[config.mk]
export PLATFORM = sky130hd
export DESIGN_NAME = cap_ledger
export DESIGN_NICKNAME = d
export VERILOG_FILES = /design/src/rtl/cap_pkg.sv /design/src/rtl/cap_evt_arb.sv /design/src/rtl/cap_nac_ctr.sv /design/src/rtl/cap_learn.sv /design/src/rtl/cap_flags.sv /design/src/rtl/cap_ledger.sv
export SDC_FILE = /design/constraint.sdc
export NUM_CORES = 1
export LEC_CHECK = 0
export BUFFER_PORTS_ARGS = -buffer_cell sky130_fd_sc_hd__buf_2
export CORE_MARGIN = 1
export CORE_UTILIZATION = 59
export CTS_CLUSTER_DIAMETER = 100
export DETAILED_ROUTE_END_ITERATION = 10
export GPL_TIMING_DRIVEN = 0
export PLACE_DENSITY = 0.77
export SYNTH_ARGS = -nofsm -noshare
export SYNTH_HDL_FRONTEND = slang
export SYNTH_HIERARCHICAL = 1
export SYNTH_SLANG_ARGS = --single-unit
[constraint.sdc]
create_clock -name clk_i -period 4.68 [get_ports clk_i]
set_clock_uncertainty 0.15 [all_clocks]
set_input_delay 0.702 -clock clk_i [delete_from_list [all_inputs] [get_ports clk_i]]
set_output_delay 0.702 -clock clk_i [all_outputs]
set_load 0.01 [all_outputs]
[src/rtl/cap_pkg.sv]
package cap_pkg;
  typedef enum logic [2:0] {
    ACT_NONE,
    ACT_DONE,
    ACT_DSG,
    ACT_SDC,
    ACT_CHG
  } act_e;
endpackage

[src/rtl/cap_evt_arb.sv]
module cap_evt_arb
  import cap_pkg::*;
#(
  parameter int RUN_W = 2
) (
  input  logic clk_i,
  input  logic rst_ni,
  input  logic chg_stb_i,
  input  logic dsg_stb_i,
  input  logic sdc_stb_i,
  input  logic done_i,
  output act_e act_o,
  output logic vchg_o,
  output logic dstart_o
);
  localparam logic [RUN_W-1:0] RUN_QUAL = RUN_W'(2);

  logic [RUN_W-1:0] run_q;
  logic             dact_q;

  always_comb begin
    if (done_i)         act_o = ACT_DONE;
    else if (dsg_stb_i) act_o = ACT_DSG;
    else if (sdc_stb_i) act_o = ACT_SDC;
    else if (chg_stb_i) act_o = ACT_CHG;
    else                act_o = ACT_NONE;
  end

  // second consecutive charge strobe qualifies
  assign vchg_o   = (act_o == ACT_CHG) && (run_q == RUN_QUAL - 1'b1);
  assign dstart_o = (act_o == ACT_DSG) && !dact_q;

  always_ff @(posedge clk_i or negedge rst_ni) begin
    if (!rst_ni) begin
      run_q  <= '0;
      dact_q <= 1'b0;
    end else begin
      unique case (act_o)
        ACT_DONE: begin
          run_q  <= '0;
          dact_q <= 1'b0;
        end
        ACT_DSG: begin
          run_q  <= '0;
          dact_q <= 1'b1;
        end
        ACT_CHG: begin
          dact_q <= 1'b0;
          if (run_q != RUN_QUAL) run_q <= run_q + 1'b1;
        end
        default: ;
      endcase
    end
  end
endmodule

[src/rtl/cap_nac_ctr.sv]
module cap_nac_ctr
  import cap_pkg::*;
#(
  parameter int CNT_W = 8
) (
  input  logic             clk_i,
  input  logic             rst_ni,
  input  act_e             act_i,
  input  logic             vchg_i,
  input  logic             edv1_q_i,
  input  logic [CNT_W-1:0] lmd_i,
  input  logic [CNT_W-1:0] cap_i,
  output logic [CNT_W-1:0] nac_o,
  output logic [CNT_W-1:0] nac_next_o
);
  logic [CNT_W-1:0] nac_q, nac_d;

  always_comb begin
    nac_d = nac_q;
    unique case (act_i)
      ACT_DONE: nac_d = lmd_i;
      ACT_DSG, ACT_SDC: if (nac_q != '0) nac_d = nac_q - 1'b1;
      ACT_CHG: begin
        if (vchg_i && edv1_q_i)  nac_d = '0;
        else if (nac_q < cap_i)  nac_d = nac_q + 1'b1;
      end
      default: ;
    endcase
  end

  always_ff @(posedge clk_i or negedge rst_ni) begin
    if (!rst_ni) nac_q <= '0;
    else         nac_q <= nac_d;
  end

  assign nac_o      = nac_q;
  assign nac_next_o = nac_d;
endmodule

[src/rtl/cap_learn.sv]
module cap_learn
  import cap_pkg::*;
#(
  parameter int CNT_W = 8,
  parameter int CPI_W = 8,
  parameter int PFC   = 200
) (
  input  logic             clk_i,
  input  logic             rst_ni,
  input  act_e             act_i,
  input  logic             vchg_i,
  input  logic             dstart_i,
  input  logic             edv1_q_i,
  input  logic             edv1_set_i,
  input  logic             cold_i,
  input  logic [CNT_W-1:0] nac_i,
  input  logic [CNT_W-1:0] thr_i,
  output logic [CNT_W-1:0] dcr_o,
  output logic [CNT_W-1:0] lmd_o,
  output logic [CPI_W-1:0] cpi_o,
  output logic             vdq_o
);
  localparam logic [CNT_W-1:0] CNT_MAX = '1;
  localparam logic [CPI_W-1:0] CPI_MAX = '1;
  localparam int               SD_SH   = 4;

  logic [CNT_W-1:0] dcr_q, dcr_d, lmd_q, lmd_d, sd_cnt_q, sd_cnt_d, sd_lim_q, sd_lim_d;
  logic [CNT_W-1:0] dcr_inc;
  logic [CPI_W-1:0] cpi_q, cpi_d, cpi_inc;
  logic             vdq_q, vdq_d;

  assign dcr_inc = (dcr_q == CNT_MAX) ? dcr_q : dcr_q + 1'b1;
  assign cpi_inc = (cpi_q == CPI_MAX) ? cpi_q : cpi_q + 1'b1;

  always_comb begin
    dcr_d    = dcr_q;
    lmd_d    = lmd_q;
    cpi_d    = cpi_q;
    vdq_d    = vdq_q;
    sd_cnt_d = sd_cnt_q;
    sd_lim_d = sd_lim_q;
    unique case (act_i)
      ACT_DONE: begin
        vdq_d    = 1'b1;
        sd_cnt_d = '0;
        sd_lim_d = lmd_q >> SD_SH;
      end
      ACT_DSG: begin
        if (dstart_i && nac_i >= thr_i) begin
          dcr_d    = CNT_W'(1);
          vdq_d    = 1'b1;
          sd_cnt_d = '0;
          sd_lim_d = nac_i >> SD_SH;
        end else begin
          dcr_d = dcr_inc;
          if (dstart_i) vdq_d = 1'b0;
        end
      end
      ACT_SDC: begin
        if (nac_i != '0) dcr_d = dcr_inc;
        if (sd_cnt_q != CNT_MAX) sd_cnt_d = sd_cnt_q + 1'b1;
        if (sd_cnt_q >= sd_lim_q) vdq_d = 1'b0;
      end
      ACT_CHG: begin
        if (vchg_i) begin
          cpi_d = cpi_inc;
          vdq_d = 1'b0;
          if (edv1_q_i && vdq_q) begin
            lmd_d = (dcr_q < thr_i) ? thr_i : dcr_q;
            cpi_d = '0;
          end
        end
      end
      default: ;
    endcase
    if (edv1_set_i && cold_i && act_i != ACT_DONE) vdq_d = 1'b0;
  end

  always_ff @(posedge clk_i or negedge rst_ni) begin
    if (!rst_ni) begin
      dcr_q    <= '0;
      lmd_q    <= CNT_W'(PFC);
      cpi_q    <= '0;
      vdq_q    <= 1'b0;
      sd_cnt_q <= '0;
      sd_lim_q <= '0;
    end else begin
      dcr_q    <= dcr_d;
      lmd_q    <= lmd_d;
      cpi_q    <= cpi_d;
      vdq_q    <= vdq_d;
      sd_cnt_q <= sd_cnt_d;
      sd_lim_q <= sd_lim_d;
    end
  end

  assign dcr_o = dcr_q;
  assign lmd_o = lmd_q;
  assign cpi_o = cpi_q;
  assign vdq_o = vdq_q;
endmodule

[src/rtl/cap_flags.sv]
module cap_flags
  import cap_pkg::*;
#(
  parameter int CNT_W  = 8,
  parameter int CPI_W  = 8,
  parameter int CI_LIM = 64
) (
  input  logic             clk_i,
  input  logic             rst_ni,
  input  act_e             act_i,
  input  logic             vchg_i,
  input  logic             edv1_i,
  input  logic             edvf_i,
  input  logic [CNT_W-1:0] nac_next_i,
  input  logic [CNT_W-1:0] lmd_i,
  input  logic [CPI_W-1:0] cpi_i,
  output logic             edv1_o,
  output logic             edvf_o,
  output logic             brp_o,
  output logic             ci_o
);
  logic edv1_q, edvf_q, brp_q, brp_clr;

  assign brp_clr = ((act_i == ACT_CHG) && (nac_next_i == lmd_i)) || (vchg_i && edv1_q);

  always_ff @(posedge clk_i or negedge rst_ni) begin
    if (!rst_ni) begin
      edv1_q <= 1'b0;
      edvf_q <= 1'b0;
      brp_q  <= 1'b1;
    end else begin
      if (edv1_i)      edv1_q <= 1'b1;
      else if (vchg_i) edv1_q <= 1'b0;
      if (edvf_i)      edvf_q <= 1'b1;
      else if (vchg_i) edvf_q <= 1'b0;
      if (brp_clr)     brp_q  <= 1'b0;
    end
  end

  assign edv1_o = edv1_q;
  assign edvf_o = edvf_q;
  assign brp_o  = brp_q;
  assign ci_o   = cpi_i >= CPI_W'(CI_LIM);
endmodule

[src/rtl/cap_ledger.sv]
module cap_ledger
  import cap_pkg::*;
#(
  parameter int CNT_W     = 8,
  parameter int CPI_W     = 8,
  parameter int TB_W      = 4,
  parameter int COLD_BAND = 4,
  parameter int PFC       = 200,
  parameter int CI_LIM    = 64
) (
  input  logic             clk_i,
  input  logic             rst_ni,
  input  logic             chg_stb_i,
  input  logic             dsg_stb_i,
  input  logic             sdc_stb_i,
  input  logic             done_i,
  input  logic             edv1_i,
  input  logic             edvf_i,
  input  logic [TB_W-1:0]  temp_band_i,
  output logic [CNT_W-1:0] nac_o,
  output logic [CNT_W-1:0] dcr_o,
  output logic [CNT_W-1:0] lmd_o,
  output logic [CPI_W-1:0] cpi_o,
  output logic             vdq_o,
  output logic             ci_o,
  output logic             brp_o,
  output logic             edv1_o,
  output logic             edvf_o
);
  localparam int THR_SH = 4;  // 15/16 stands in for 0.94

  act_e             act;
  logic             vchg, dstart, cold;
  logic [CNT_W-1:0] thr, cap, nac_next;

  assign thr  = lmd_o - (lmd_o >> THR_SH);
  assign cold = temp_band_i < TB_W'(COLD_BAND);
  assign cap  = cold ? thr : lmd_o;

  cap_evt_arb u_arb (
    .clk_i     (clk_i),
    .rst_ni    (rst_ni),
    .chg_stb_i (chg_stb_i),
    .dsg_stb_i (dsg_stb_i),
    .sdc_stb_i (sdc_stb_i),
    .done_i    (done_i),
    .act_o     (act),
    .vchg_o    (vchg),
    .dstart_o  (dstart)
  );

  cap_nac_ctr #(.CNT_W(CNT_W)) u_nac (
    .clk_i      (clk_i),
    .rst_ni     (rst_ni),
    .act_i      (act),
    .vchg_i     (vchg),
    .edv1_q_i   (edv1_o),
    .lmd_i      (lmd_o),
    .cap_i      (cap),
    .nac_o      (nac_o),
    .nac_next_o (nac_next)
  );

  cap_learn #(.CNT_W(CNT_W), .CPI_W(CPI_W), .PFC(PFC)) u_learn (
    .clk_i      (clk_i),
    .rst_ni     (rst_ni),
    .act_i      (act),
    .vchg_i     (vchg),
    .dstart_i   (dstart),
    .edv1_q_i   (edv1_o),
    .edv1_set_i (edv1_i && !edv1_o),
    .cold_i     (cold),
    .nac_i      (nac_o),
    .thr_i      (thr),
    .dcr_o      (dcr_o),
    .lmd_o      (lmd_o),
    .cpi_o      (cpi_o),
    .vdq_o      (vdq_o)
  );

  cap_flags #(.CNT_W(CNT_W), .CPI_W(CPI_W), .CI_LIM(CI_LIM)) u_flags (
    .clk_i      (clk_i),
    .rst_ni     (rst_ni),
    .act_i      (act),
    .vchg_i     (vchg),
    .edv1_i     (edv1_i),
    .edvf_i     (edvf_i),
    .nac_next_i (nac_next),
    .lmd_i      (lmd_o),
    .cpi_i      (cpi_o),
    .edv1_o     (edv1_o),
    .edvf_o     (edvf_o),
    .brp_o      (brp_o),
    .ci_o       (ci_o)
  );
endmodule

==> metrics, run 1 <==
status=finished clean; largest family of logic cells by synthesized area=simple AND/OR/NAND/NOR gates; synth top area cells=dfrtp_1 (29%), ha_1 (12%), xor2_1 (4.9%), nor2_1 (4.6%), mux2i_1 (4.1%); Setup WS post-layout=193 ps; synthesized area=4110 um2; Diodes inserted=0; fin nets=577; Lkg Pwr=2.17 nW; CTS Hold Buffers Added=0; Worst-path clk slew=90 ps; CTS buffer count=5; Mean Syn Cell Area=8.81 um2; H-tree Lvls=2; setup TNS=0 ps; maximum clock rate=0.223 GHz; #FFs+latches synth=51; number of global-route vias before repair=3536; die width=85.4 um; fraction of layout cells with a size suffix above 1=18.8%; Register-to-Register Path Depth=18; drt pass-1 iters=5; DP Worst Slack=-65.6 ps; r2r endpoint=u_flags/brp_o$_DFFE_PN1P_; Critical R2R Launch=u_learn/lmd_o[5]$_DFFE_PN0P_; Initial Utilization=60.8%; Hold Crit Class=reg -> reg; Adder-Cell Fraction of Synth Area=12.1%; cell taking the most area after synthesis=dfrtp_1; # DRC=0; crit path DAT=4590 ps; Die Height=85.4 um; gr usage total=29.1%; CTS tree=done; Slew headroom=22.5%; Detailed Place HPWL=7260 um; IO Port Bufs=46; Synth cell types=71; Ys Warns=6; setup repair after global routing missed its margin=false; Core Region=6760 um2; Synth Area in Simple Gates=21.1%; WL/cell=16.6 um; cell count after synthesis=466; Cell Pwr Density=384 nW/um2; Root Buffer=clkbuf_8; Seq/Total Area, Yosys=31.2%; Clock Path Buffers=2; mux share of post-synthesis cell area=5.52%; fillers=559; Syn Nets=517; Max Cap Viol=0; # setup viols final=0; Compound-Gate Fraction of Synth Area=16.9%; Routed Wire Length=10100 um; area share of the largest cell type after synthesis=28.6%; Final Hold Fails=0; Post-Synth XOR/XNOR Area=7.68%; hold-critical path endpoint=u_flags/edvf_o$_DFFE_PN0P_; CTS Sinks=51; crit path kind=reg -> reg; clock latency at the later pin of the worst-skew pair=310 ps; vias post-DR=3716; type of destination of the critical path=register; Vias/cell=6.12; largest net degree at the start of global routing=52; R2R Setup Slk=190 ps; maximum vdd drop=0.235 mV; GR Overflow Total=0; CP Launch Type=register; Antenna Violating Nets Remaining=0; DR iter-0 viols=245; period utilisation layout=95.9%; initial antenna violation count=0; synth-to-layout area growth=12.5%; CP required=4780 ps; Worst Path Max Fanout=7; asr flop ratio synth=100%; # IOs=49; gpl congestion=0.914; hold path start=u_flags/edvf_o$_DFFE_PN0P_; global-route wire length before repair=16900 um; Final min period=4490 ps; hold path cells=1; worst slew pin tran=1160 ps; # rows=30; number of flops mapped to enable cells by yosys=0; Slew Limit Fails=0; die area=7300 um2; Primary FF master, synth=dfrtp_1
how the worst max path moves through the flow:
stage | start | to | slack (ps) | cells after the start
CTS | u_learn/lmd_o[5]$_DFFE_PN0P_ | u_flags/brp_o$_DFFE_PN1P_ | 50 | 18
floorplan | u_learn/lmd_o[4]$_DFFE_PN0P_ | u_flags/brp_o$_DFFE_PN1P_ | 580 | 18
global placement | u_learn/lmd_o[4]$_DFFE_PN0P_ | u_flags/brp_o$_DFFE_PN1P_ | -40 | 18
detailed placement | u_learn/lmd_o[4]$_DFFE_PN0P_ | u_flags/brp_o$_DFFE_PN1P_ | -70 | 18
global route | u_learn/lmd_o[5]$_DFFE_PN0P_ | u_flags/brp_o$_DFFE_PN1P_ | 8 | 18
finish | u_learn/lmd_o[5]$_DFFE_PN0P_ | u_flags/brp_o$_DFFE_PN1P_ | 190 | 18
state kept, by name, summed over array words and instances (netlist names):
register          cells
u_learn/cpi_o         8
u_learn/dcr_o         8
u_flags/brp_o         1
u_flags/edvf_o        1
u_learn/vdq_o         1
u_learn/sd_lim_q      4
u_nac/nac_o           8
u_arb/run_q           2
u_arb/dact_q          1
u_flags/edv1_o        1
u_learn/sd_cnt_q      8
u_learn/lmd_o         8
cells in the mapped netlist (11+ instances only):
master	count
ha_1	38
inv_1	40
o21ai_0	17
a21oi_1	31
nor2_1	50
dfrtp_1	47
mux2i_1	17
and3_1	11
xor2_1	23
xnor2_1	13
nand2_1	32
nand3_1	15
repair_timing:
| item | CTS | global route |
|---|---|---|
| buffers inserted | 0 | 7 |
| gates resized for setup | 1 | 5 |
| pin swaps | 0 | 1 |
| gates cloned | 0 | 0 |
| setup endpoints to repair | 1 | 1 |
per-stage QoR:
step	power, W	utilization [%]	hold WS (ps)	instance area [um2]	instances
after global routing	0.00191	68.3	371	4620	607
final	0.00177	68.3	329	4620	607
after floorplan	0.00124	-	256	4110	466
after CTS	0.00177	67.2	335	4540	600
after detailed placement	0.00148	65.6	313	4440	592
after global placement	0.00146	65.6	306	4440	592
layout make-up:
type	instances	area, um2	area share (%)
plain buffers	11	71.3	1.54
clock buffers	7	96.3	2.09
clock inverters	1	7.51	0.163
inverters	41	154	3.33
multi-input cells	363	2620	56.8
flip-flops and latches	51	1280	27.8
well taps	80	100	2.17
repair buffers	53	283	6.12
cells in the final DEF, fill, tap and decap left out, types with 3 or more instances in the layout:
cell type	n
nor2_1	50
buf_2	49
dfrtp_1	45
inv_1	40
ha_1	38
nand2_1	32
a21oi_1	29
xor2_1	22
o21ai_0	17
mux2i_1	17
nand3_1	15
xnor2_1	13
and3_1	11
nor3_1	9
a21o_1	8
buf_4	8
nand2b_1	8
clkbuf_8	7
nand4_1	7
o21a_1	5
o211ai_1	5
nor2b_1	4
mux2_2	4
nor4_1	4
dfstp_2	4
o31ai_1	4
clkbuf_1	4
or4_1	4
buf_6	3
a211oi_1	3
a31oi_1	3
critical path: stages, from the launching register on:
cell and delay, ps:
dfrtp_2 500, inv_1 210, ha_1 290, nor2b_1 160, o31a_4 320, a21oi_2 190, mux2_2 180, inv_1 40
ha_1 190, a211o_1 260, a31oi_1 160, o311a_2 260, nand4_2 180, o311a_1 340, a21oi_1 220, xor2_1 100
nor4_1 360, nand3_1 130, and3_1 190
kinds of logic after synthesis:
logic type	Yosys count
flip-flops	51
adder cells (fa/ha/maj)	39
AND/OR/NAND/NOR	164
XOR/XNOR	36
AO/OA/AOI/OAI	102
buffers and inverters	52
multiplexers	22
layer usage:
metal | part of all wire (%) | up-vias | GRT usage, % | wire [um]
met5 | 0 | - | 0 | 0
met4 | 1.5 | 0 | 10.0 | 148
met3 | 5.3 | 15 | 3.99 | 535
met2 | 48 | 135 | 46.3 | 4840
met1 | 45 | 1775 | 40.8 | 4580
li1 | - | 1791 | - | -
report_power, final:
| group | internal, W | total (W) | switching, W |
|---|---|---|---|
| registers | 0.000499 | 0.000649 | 0.000150 |
| clock network | 0.000135 | 0.000285 | 0.000151 |
| logic | 0.000385 | 0.000840 | 0.000455 |
(Power assumes the default switching activity.)
==> inputs of run 2 (changes only) <==
--- a/config.mk
+++ b/config.mk
@@ -6,7 +6,7 @@
 export NUM_CORES = 1
 export LEC_CHECK = 0
 export BUFFER_PORTS_ARGS = -buffer_cell sky130_fd_sc_hd__buf_2
-export CORE_MARGIN = 1
+export CORE_MARGIN = 5
 export CORE_UTILIZATION = 59
 export CTS_CLUSTER_DIAMETER = 100
 export DETAILED_ROUTE_END_ITERATION = 10
==> metrics, run 2 (synthesis results as in run 1) <==
GR Overflow Total=0 (unchanged); Clock Path Buffers=2 (unchanged); Slew headroom=23.9% (+1.4 points); Cell Pwr Density=385 nW/um2 (about the same); hold-critical path endpoint=u_flags/edvf_o$_DFFE_PN0P_; Max Cap Viol=0 (unchanged); die area=8730 um2 (+20%); CTS buffer count=5 (unchanged); Core Region=6790 um2 (+0.56%); crit path DAT=4600 ps (about the same); fillers=563 (+0.72%); WL/cell=16.3 um (-2.4%); Die Height=93.4 um (+9.4%); R2R Setup Slk=180 ps (-20 ps); Antenna Violating Nets Remaining=0 (unchanged); # rows=30 (unchanged); CP Launch Type=register; type of destination of the critical path=register; most common cell after layout, fill and taps aside=nor2_1; fraction of layout cells with a size suffix above 1=18.1% (-0.66 points); Lkg Pwr=2.15 nW (-0.90%); Setup WS post-layout=176 ps (-17.0 ps); hold path cells=1 (unchanged); Vias/cell=5.85 (-4.4%); # IOs=49 (unchanged); Initial Utilization=60.4% (-0.34 points); CP required=4780 ps (about the same); DP Worst Slack=6.99 ps (+72.6 ps); CTS Hold Buffers Added=0 (unchanged); vias post-DR=3630 (-2.3%); CTS Sinks=51 (unchanged); setup repair after global routing missed its margin=false; maximum vdd drop=0.263 mV (+12%); Detailed Place HPWL=7350 um (+1.3%); # DRC=0 (unchanged); initial antenna violation count=0 (unchanged); gpl congestion=0.963 (+5.3%); maximum clock rate=0.222 GHz (-0.38%); H-tree Lvls=2 (unchanged); period utilisation layout=96.2% (+0.36 points); CTS tree=done; Final Hold Fails=0 (unchanged); Hold Crit Class=reg -> reg; Routed Wire Length=10100 um (-0.27%); Worst Path Max Fanout=7 (unchanged); worst slew pin tran=1140 ps (-20.7 ps); Worst-path clk slew=90 ps (about the same); fin nets=574 (-0.52%); number of global-route vias before repair=3437 (-2.8%); die width=93.4 um (+9.4%); Register-to-Register Path Depth=18 (unchanged); synth-to-layout area growth=12.0%; commonest non-fill, non-tap cells in the layout=nor2_1 (50), buf_2 (49), dfrtp_1 (45), inv_1 (40), ha_1 (38); r2r endpoint=u_flags/brp_o$_DFFE_PN1P_; clock latency at the later pin of the worst-skew pair=310 ps (about the same); Root Buffer=clkbuf_8; status=finished clean; # setup viols final=0 (unchanged); Slew Limit Fails=0 (unchanged); hold path start=u_flags/edvf_o$_DFFE_PN0P_; gr usage total=23.6% (-5.4 points); IO Port Bufs=46 (unchanged); Diodes inserted=0 (unchanged); Final min period=4500 ps (+17.0 ps); global-route wire length before repair=16600 um (-1.6%); crit path kind=reg -> reg; drt pass-1 iters=5 (unchanged); largest net degree at the start of global routing=52 (unchanged); DR iter-0 viols=233 (-4.9%); setup TNS=0 ps (unchanged); Critical R2R Launch=u_learn/lmd_o[5]$_DFFE_PN0P_
run 2: stage by stage:
step | instance area, um2 | util (%) | std cells | hold WS, ps | total power (W)
finish | 4600 | 67.7 | 620 | 331 | 0.00177
global route | 4600 | 67.7 | 620 | 363 | 0.00190
CTS | 4560 | 67.1 | 616 | 335 | 0.00176
detailed placement | 4460 | 65.6 | 608 | 313 | 0.00147
global placement | 4460 | 65.6 | 608 | 307 | 0.00145
floorplan | 4110 | - | 466 | 256 | 0.00124
run 2: where the power goes:
part	total (W)	switching [W]	internal (W)
clock	0.000285	0.000150	0.000135
sequential	0.000645	0.000146	0.000500
combinational	0.000839	0.000454	0.000385
run 2: how the worst max path moves through the flow:
stage / to / cells past startpoint / from
after CTS: u_flags/brp_o$_DFFE_PN1P_ / 18 / u_learn/lmd_o[5]$_DFFE_PN0P_
after global placement: u_flags/brp_o$_DFFE_PN1P_ / 18 / u_learn/lmd_o[4]$_DFFE_PN0P_
after global routing: u_flags/brp_o$_DFFE_PN1P_ / 18 / u_learn/lmd_o[5]$_DFFE_PN0P_
after floorplan: u_flags/brp_o$_DFFE_PN1P_ / 18 / u_learn/lmd_o[4]$_DFFE_PN0P_
final: u_flags/brp_o$_DFFE_PN1P_ / 18 / u_learn/lmd_o[5]$_DFFE_PN0P_
after detailed placement: u_flags/brp_o$_DFFE_PN1P_ / 18 / u_learn/lmd_o[4]$_DFFE_PN0P_
run 2: what timing repair did:
item / in CTS / in global routing
endpoints found under the setup margin: 1 / 1
setup buffers: 0 / 4
resized for setup: 1 / 3
cloned: 0 / 0
pin swaps: 0 / 0
run 2: area by class of cell:
| class | count | area, um2 | share of cell area, % |
|---|---|---|---|
| clock inverters | 1 | 7.51 | 0.163 |
| repair buffers | 50 | 260 | 5.66 |
| flip-flops and latches | 51 | 1280 | 27.9 |
| clock buffers | 7 | 96.3 | 2.09 |
| multi-input cells | 363 | 2610 | 56.7 |
| plain buffers | 11 | 71.3 | 1.55 |
| well taps | 96 | 120 | 2.61 |
| inverters | 41 | 154 | 3.35 |
run 2: worst max-delay path, stage by stage, from the launching register on:
cell and delay (ps):
dfrtp_2 500, inv_1 200, ha_1 260, nor2b_1 150, o31a_4 320, a21oi_2 200
mux2_2 190, inv_1 40, ha_1 180, a211o_1 260, a31oi_1 180, o311a_2 280
nand4_2 210, o311a_1 350, a21oi_1 220, xor2_1 100, nor4_1 360, nand3_1 130
and3_1 200
run 2: per-layer routing:
layer	part of all wire (%)	GRT usage, %
met1	46	32.9
met4	2.4	8.67
met2	47	37.2
met5	0	0
met3	5.1	3.46
==> inputs of run 3 (changes only) <==
--- a/config.mk
+++ b/config.mk
@@ -5,9 +5,10 @@
 export SDC_FILE = /design/constraint.sdc
 export NUM_CORES = 1
 export LEC_CHECK = 0
+export ABC_AREA = 1
 export BUFFER_PORTS_ARGS = -buffer_cell sky130_fd_sc_hd__buf_2
 export CORE_MARGIN = 5
-export CORE_UTILIZATION = 59
+export CORE_UTILIZATION = 60
 export CTS_CLUSTER_DIAMETER = 100
 export DETAILED_ROUTE_END_ITERATION = 10
 export GPL_TIMING_DRIVEN = 0
==> metrics, run 3 <==
status=finished clean; synth top area cells=dfrtp_1 (26%), nand2_1 (20%), ha_1 (10%), inv_1 (8.8%), nand3_1 (7.1%); global-route wire length before repair=20100 um (+21%); part of the power in combinational logic=53.3% (+5.9 points); gr usage total=25.1% (+1.5 points); clock latency at the later pin of the worst-skew pair=310 ps (about the same); Final Instance Area=5070 um2 (+10%); CTS Sinks=51 (unchanged); Vias/cell=5.43 (-7.3%); Clock Path Buffers=2 (unchanged); fraction of layout cells with a size suffix above 1=14.2% (-4.0 points); CTS resizes=0 (-1); Syn Nets=752 (+45%); Worst Path Max Fanout=9 (+2); count leader, synth=nand2_1; # DRC=0 (unchanged); Sw Ratio=47.9% (+5.6 points); Synth Area in Simple Gates=40.1% (+19 points); # rows=31 (+3.3%); cell taking the most area after synthesis=dfrtp_1; Routed Wire Length=11700 um (+17%); Antenna Violating Nets Remaining=0 (unchanged); setup repair after global routing missed its margin=false; maximum vdd drop=0.355 mV (+35%); commonest non-fill, non-tap cells in the layout=nand2_1 (239), inv_1 (107), nand3_1 (65), nor2_1 (53); vias post-DR=4635 (+28%); synthesized area=4580 um2 (+11%); fin nets=805 (+40%); number of flops mapped to enable cells by yosys=0 (unchanged); Final Hold Fails=0 (unchanged); Adder-Cell Fraction of Synth Area=10.8% (-1.2 points); Post-Synth XOR/XNOR Area=3.06% (-4.6 points); drt pass-1 iters=5 (unchanged); #FFs+latches synth=51 (unchanged); top cells by count, synth=nand2_1 (239), inv_1 (107), nand3_1 (65), nor2_1 (53), dfrtp_1 (47); Worst-path clk slew=100 ps (about the same); GR Overflow Total=0 (unchanged); WL/cell=13.8 um (-15%); R2R Setup Slk=930 ps (+760 ps); initial antenna violation count=0 (unchanged); largest net degree at the start of global routing=52 (unchanged); non-filler cells in the finished layout=854 (+38%); Slew Limit Fails=0 (unchanged); CTS tree=done; largest family of logic cells by synthesized area=simple AND/OR/NAND/NOR gates; Die Height=97.3 um (+4.2%); most common cell after layout, fill and taps aside=nand2_1; Seq pwr share=30.1% (-6.4 points); Cell Pwr Density=444 nW/um2 (+15%); synth-to-layout area growth=10.8%; Seq/Total Area, Yosys=28.0% (-3.2 points); Synth cell types=44 (-38%); placed insts=846 (+39%); total net switching power=0.00108 W (+44%); worst slew pin tran=1170 ps (+23.3 ps); Slew headroom=22.3% (-1.6 points); crit path DAT=3860 ps (-740 ps); Mean Syn Cell Area=6.53 um2 (-26%); die width=97.3 um (+4.2%); P_int=0.00117 W (+15%); type of destination of the critical path=register; CP required=4790 ps (about the same); Final min period=3750 ps (-756 ps); fillers=654 (+16%); CTS Hold Buffers Added=0 (unchanged); number of global-route vias before repair=4515 (+31%); Hold Crit Class=reg -> reg; area share of the largest cell type after synthesis=25.7% (-3.0 points); asr flop ratio synth=100% (unchanged); Primary FF master, synth=dfrtp_1; # setup viols final=0 (unchanged); Ys Warns=6 (unchanged); Lkg Pwr=2.77 nW (+29%); Detailed Place HPWL=8920 um (+21%); DR iter-0 viols=297 (+27%); Root Buffer=clkbuf_8; postcts setup bufs=0 (unchanged); setup TNS=0 ps (unchanged); cell count after synthesis=701 (+50%); crit path kind=reg -> reg; CP Launch Type=register; final core utilization=69.2% (+1.5 points); Placed Area=4930 um2 (+11%); Initial Utilization=62.4% (+2.0 points); period utilisation layout=80.1% (-16 points); die area=9480 um2 (+8.6%); Core Region=7330 um2 (+7.9%); # IOs=49 (unchanged); gpl congestion=0.970 (+0.75%); Max Cap Viol=0 (unchanged); Clk pwr share=16.6% (+0.5 points); mux share of post-synthesis cell area=0% (-5.5 points); Diodes inserted=0 (unchanged); H-tree Lvls=2 (unchanged); CTS buffer count=5 (unchanged); Compound-Gate Fraction of Synth Area=7.46% (-9.5 points); maximum clock rate=0.267 GHz (+20%); IO Port Bufs=46 (unchanged)
## run 3: cell types whose count changed after synthesis, moves of 10 or more
cell | before | now
nand2_1 | 32 | 239
inv_1 | 40 | 107
nand3_1 | 15 | 65
mux2i_1 | 17 | 0
xor2_1 | 23 | 10
a21oi_1 | 31 | 19
and3_1 | 11 | 1
inv_2 | 1 | 11
## run 3: cell type report
type / count / area [um2] / area share, %
Sequential cell: 51 / 1280 / 25.3
Inverter: 120 / 455 / 8.98
Tap cell: 99 / 124 / 2.44
Clock buffer: 5 / 68.8 / 1.36
Timing Repair Buffer: 46 / 230 / 4.54
Buffer: 4 / 28.8 / 0.567
Clock inverter: 3 / 71.3 / 1.41
Multi-Input combinational cell: 526 / 2810 / 55.4
## run 3: metal layers
metal | vias to the layer above | track usage [%] | routed length, um
met1 | 2145 | 31.9 | 5120
met2 | 143 | 43.4 | 5730
met3 | 26 | 3.09 | 637
met5 | - | 0 | 0
met4 | 0 | 10.1 | 259
li1 | 2321 | - | -
## run 3: per-stage QoR
step	power, W	hold slack [ps]	setup WS [ps]
after floorplan	0.00154	256	1510
after global placement	0.00182	302	1040
after detailed placement	0.00186	307	1000
after CTS	0.00224	324	997
after global routing	0.00248	337	579
final	0.00225	320	932
## run 3: worst paths after layout
| kind | from | to | cells past startpoint |
|---|---|---|---|
| max in group asynchronous | rst_ni | u_learn/lmd_o[2]$_DFFE_PN0P_ | 1 |
| min reg2reg | u_flags/brp_o$_DFFE_PN1P_ | u_flags/brp_o$_DFFE_PN1P_ | 2 |
| min in group asynchronous | rst_ni | u_nac/nac_o[4]$_DFF_PN0_ | 1 |
| max | u_learn/lmd_o[6]$_DFFE_PN1P_ | u_flags/brp_o$_DFFE_PN1P_ | 26 |
| min | u_flags/brp_o$_DFFE_PN1P_ | u_flags/brp_o$_DFFE_PN1P_ | 2 |
| max reg2reg | u_learn/lmd_o[6]$_DFFE_PN1P_ | u_flags/brp_o$_DFFE_PN1P_ | 26 |
## run 3: cells by family after synthesis
family / after synthesis
simple gates: 413
buf+inv: 124
compound gates: 58
flops: 51
fa+ha+maj: 39
xor+xnor: 16
## run 3: worst max-delay path, stage by stage (launching register included)
cell	delay, ps
dfstp_2	680
inv_1	110
ha_1	360
a21oi_1	150
nand2_1	90
nand2_1	130
nand2_1	80
nand2_1	70
nand3_1	60
nand2_1	70
inv_1	40
ha_1	280
nand2_1	80
inv_1	50
nand2_1	50
nand2_1	130
inv_2	110
nand2_1	160
o21ai_1	80
o21ai_1	250
inv_1	70
nand2_1	60
nand2_1	60
nor2_1	100
nand3_1	90
nor2_1	90
nor2_1	50
## run 3: power groups by stage
stage,registers (W),logic (W),clock network (W)
floorplan,0.000662,0.000876,0
global placement,0.000681,0.00114,0
detailed placement,0.000683,0.00118,0
CTS,0.000674,0.00119,0.000383
global route,0.000695,0.00138,0.000401
finish,0.000677,0.00120,0.000375
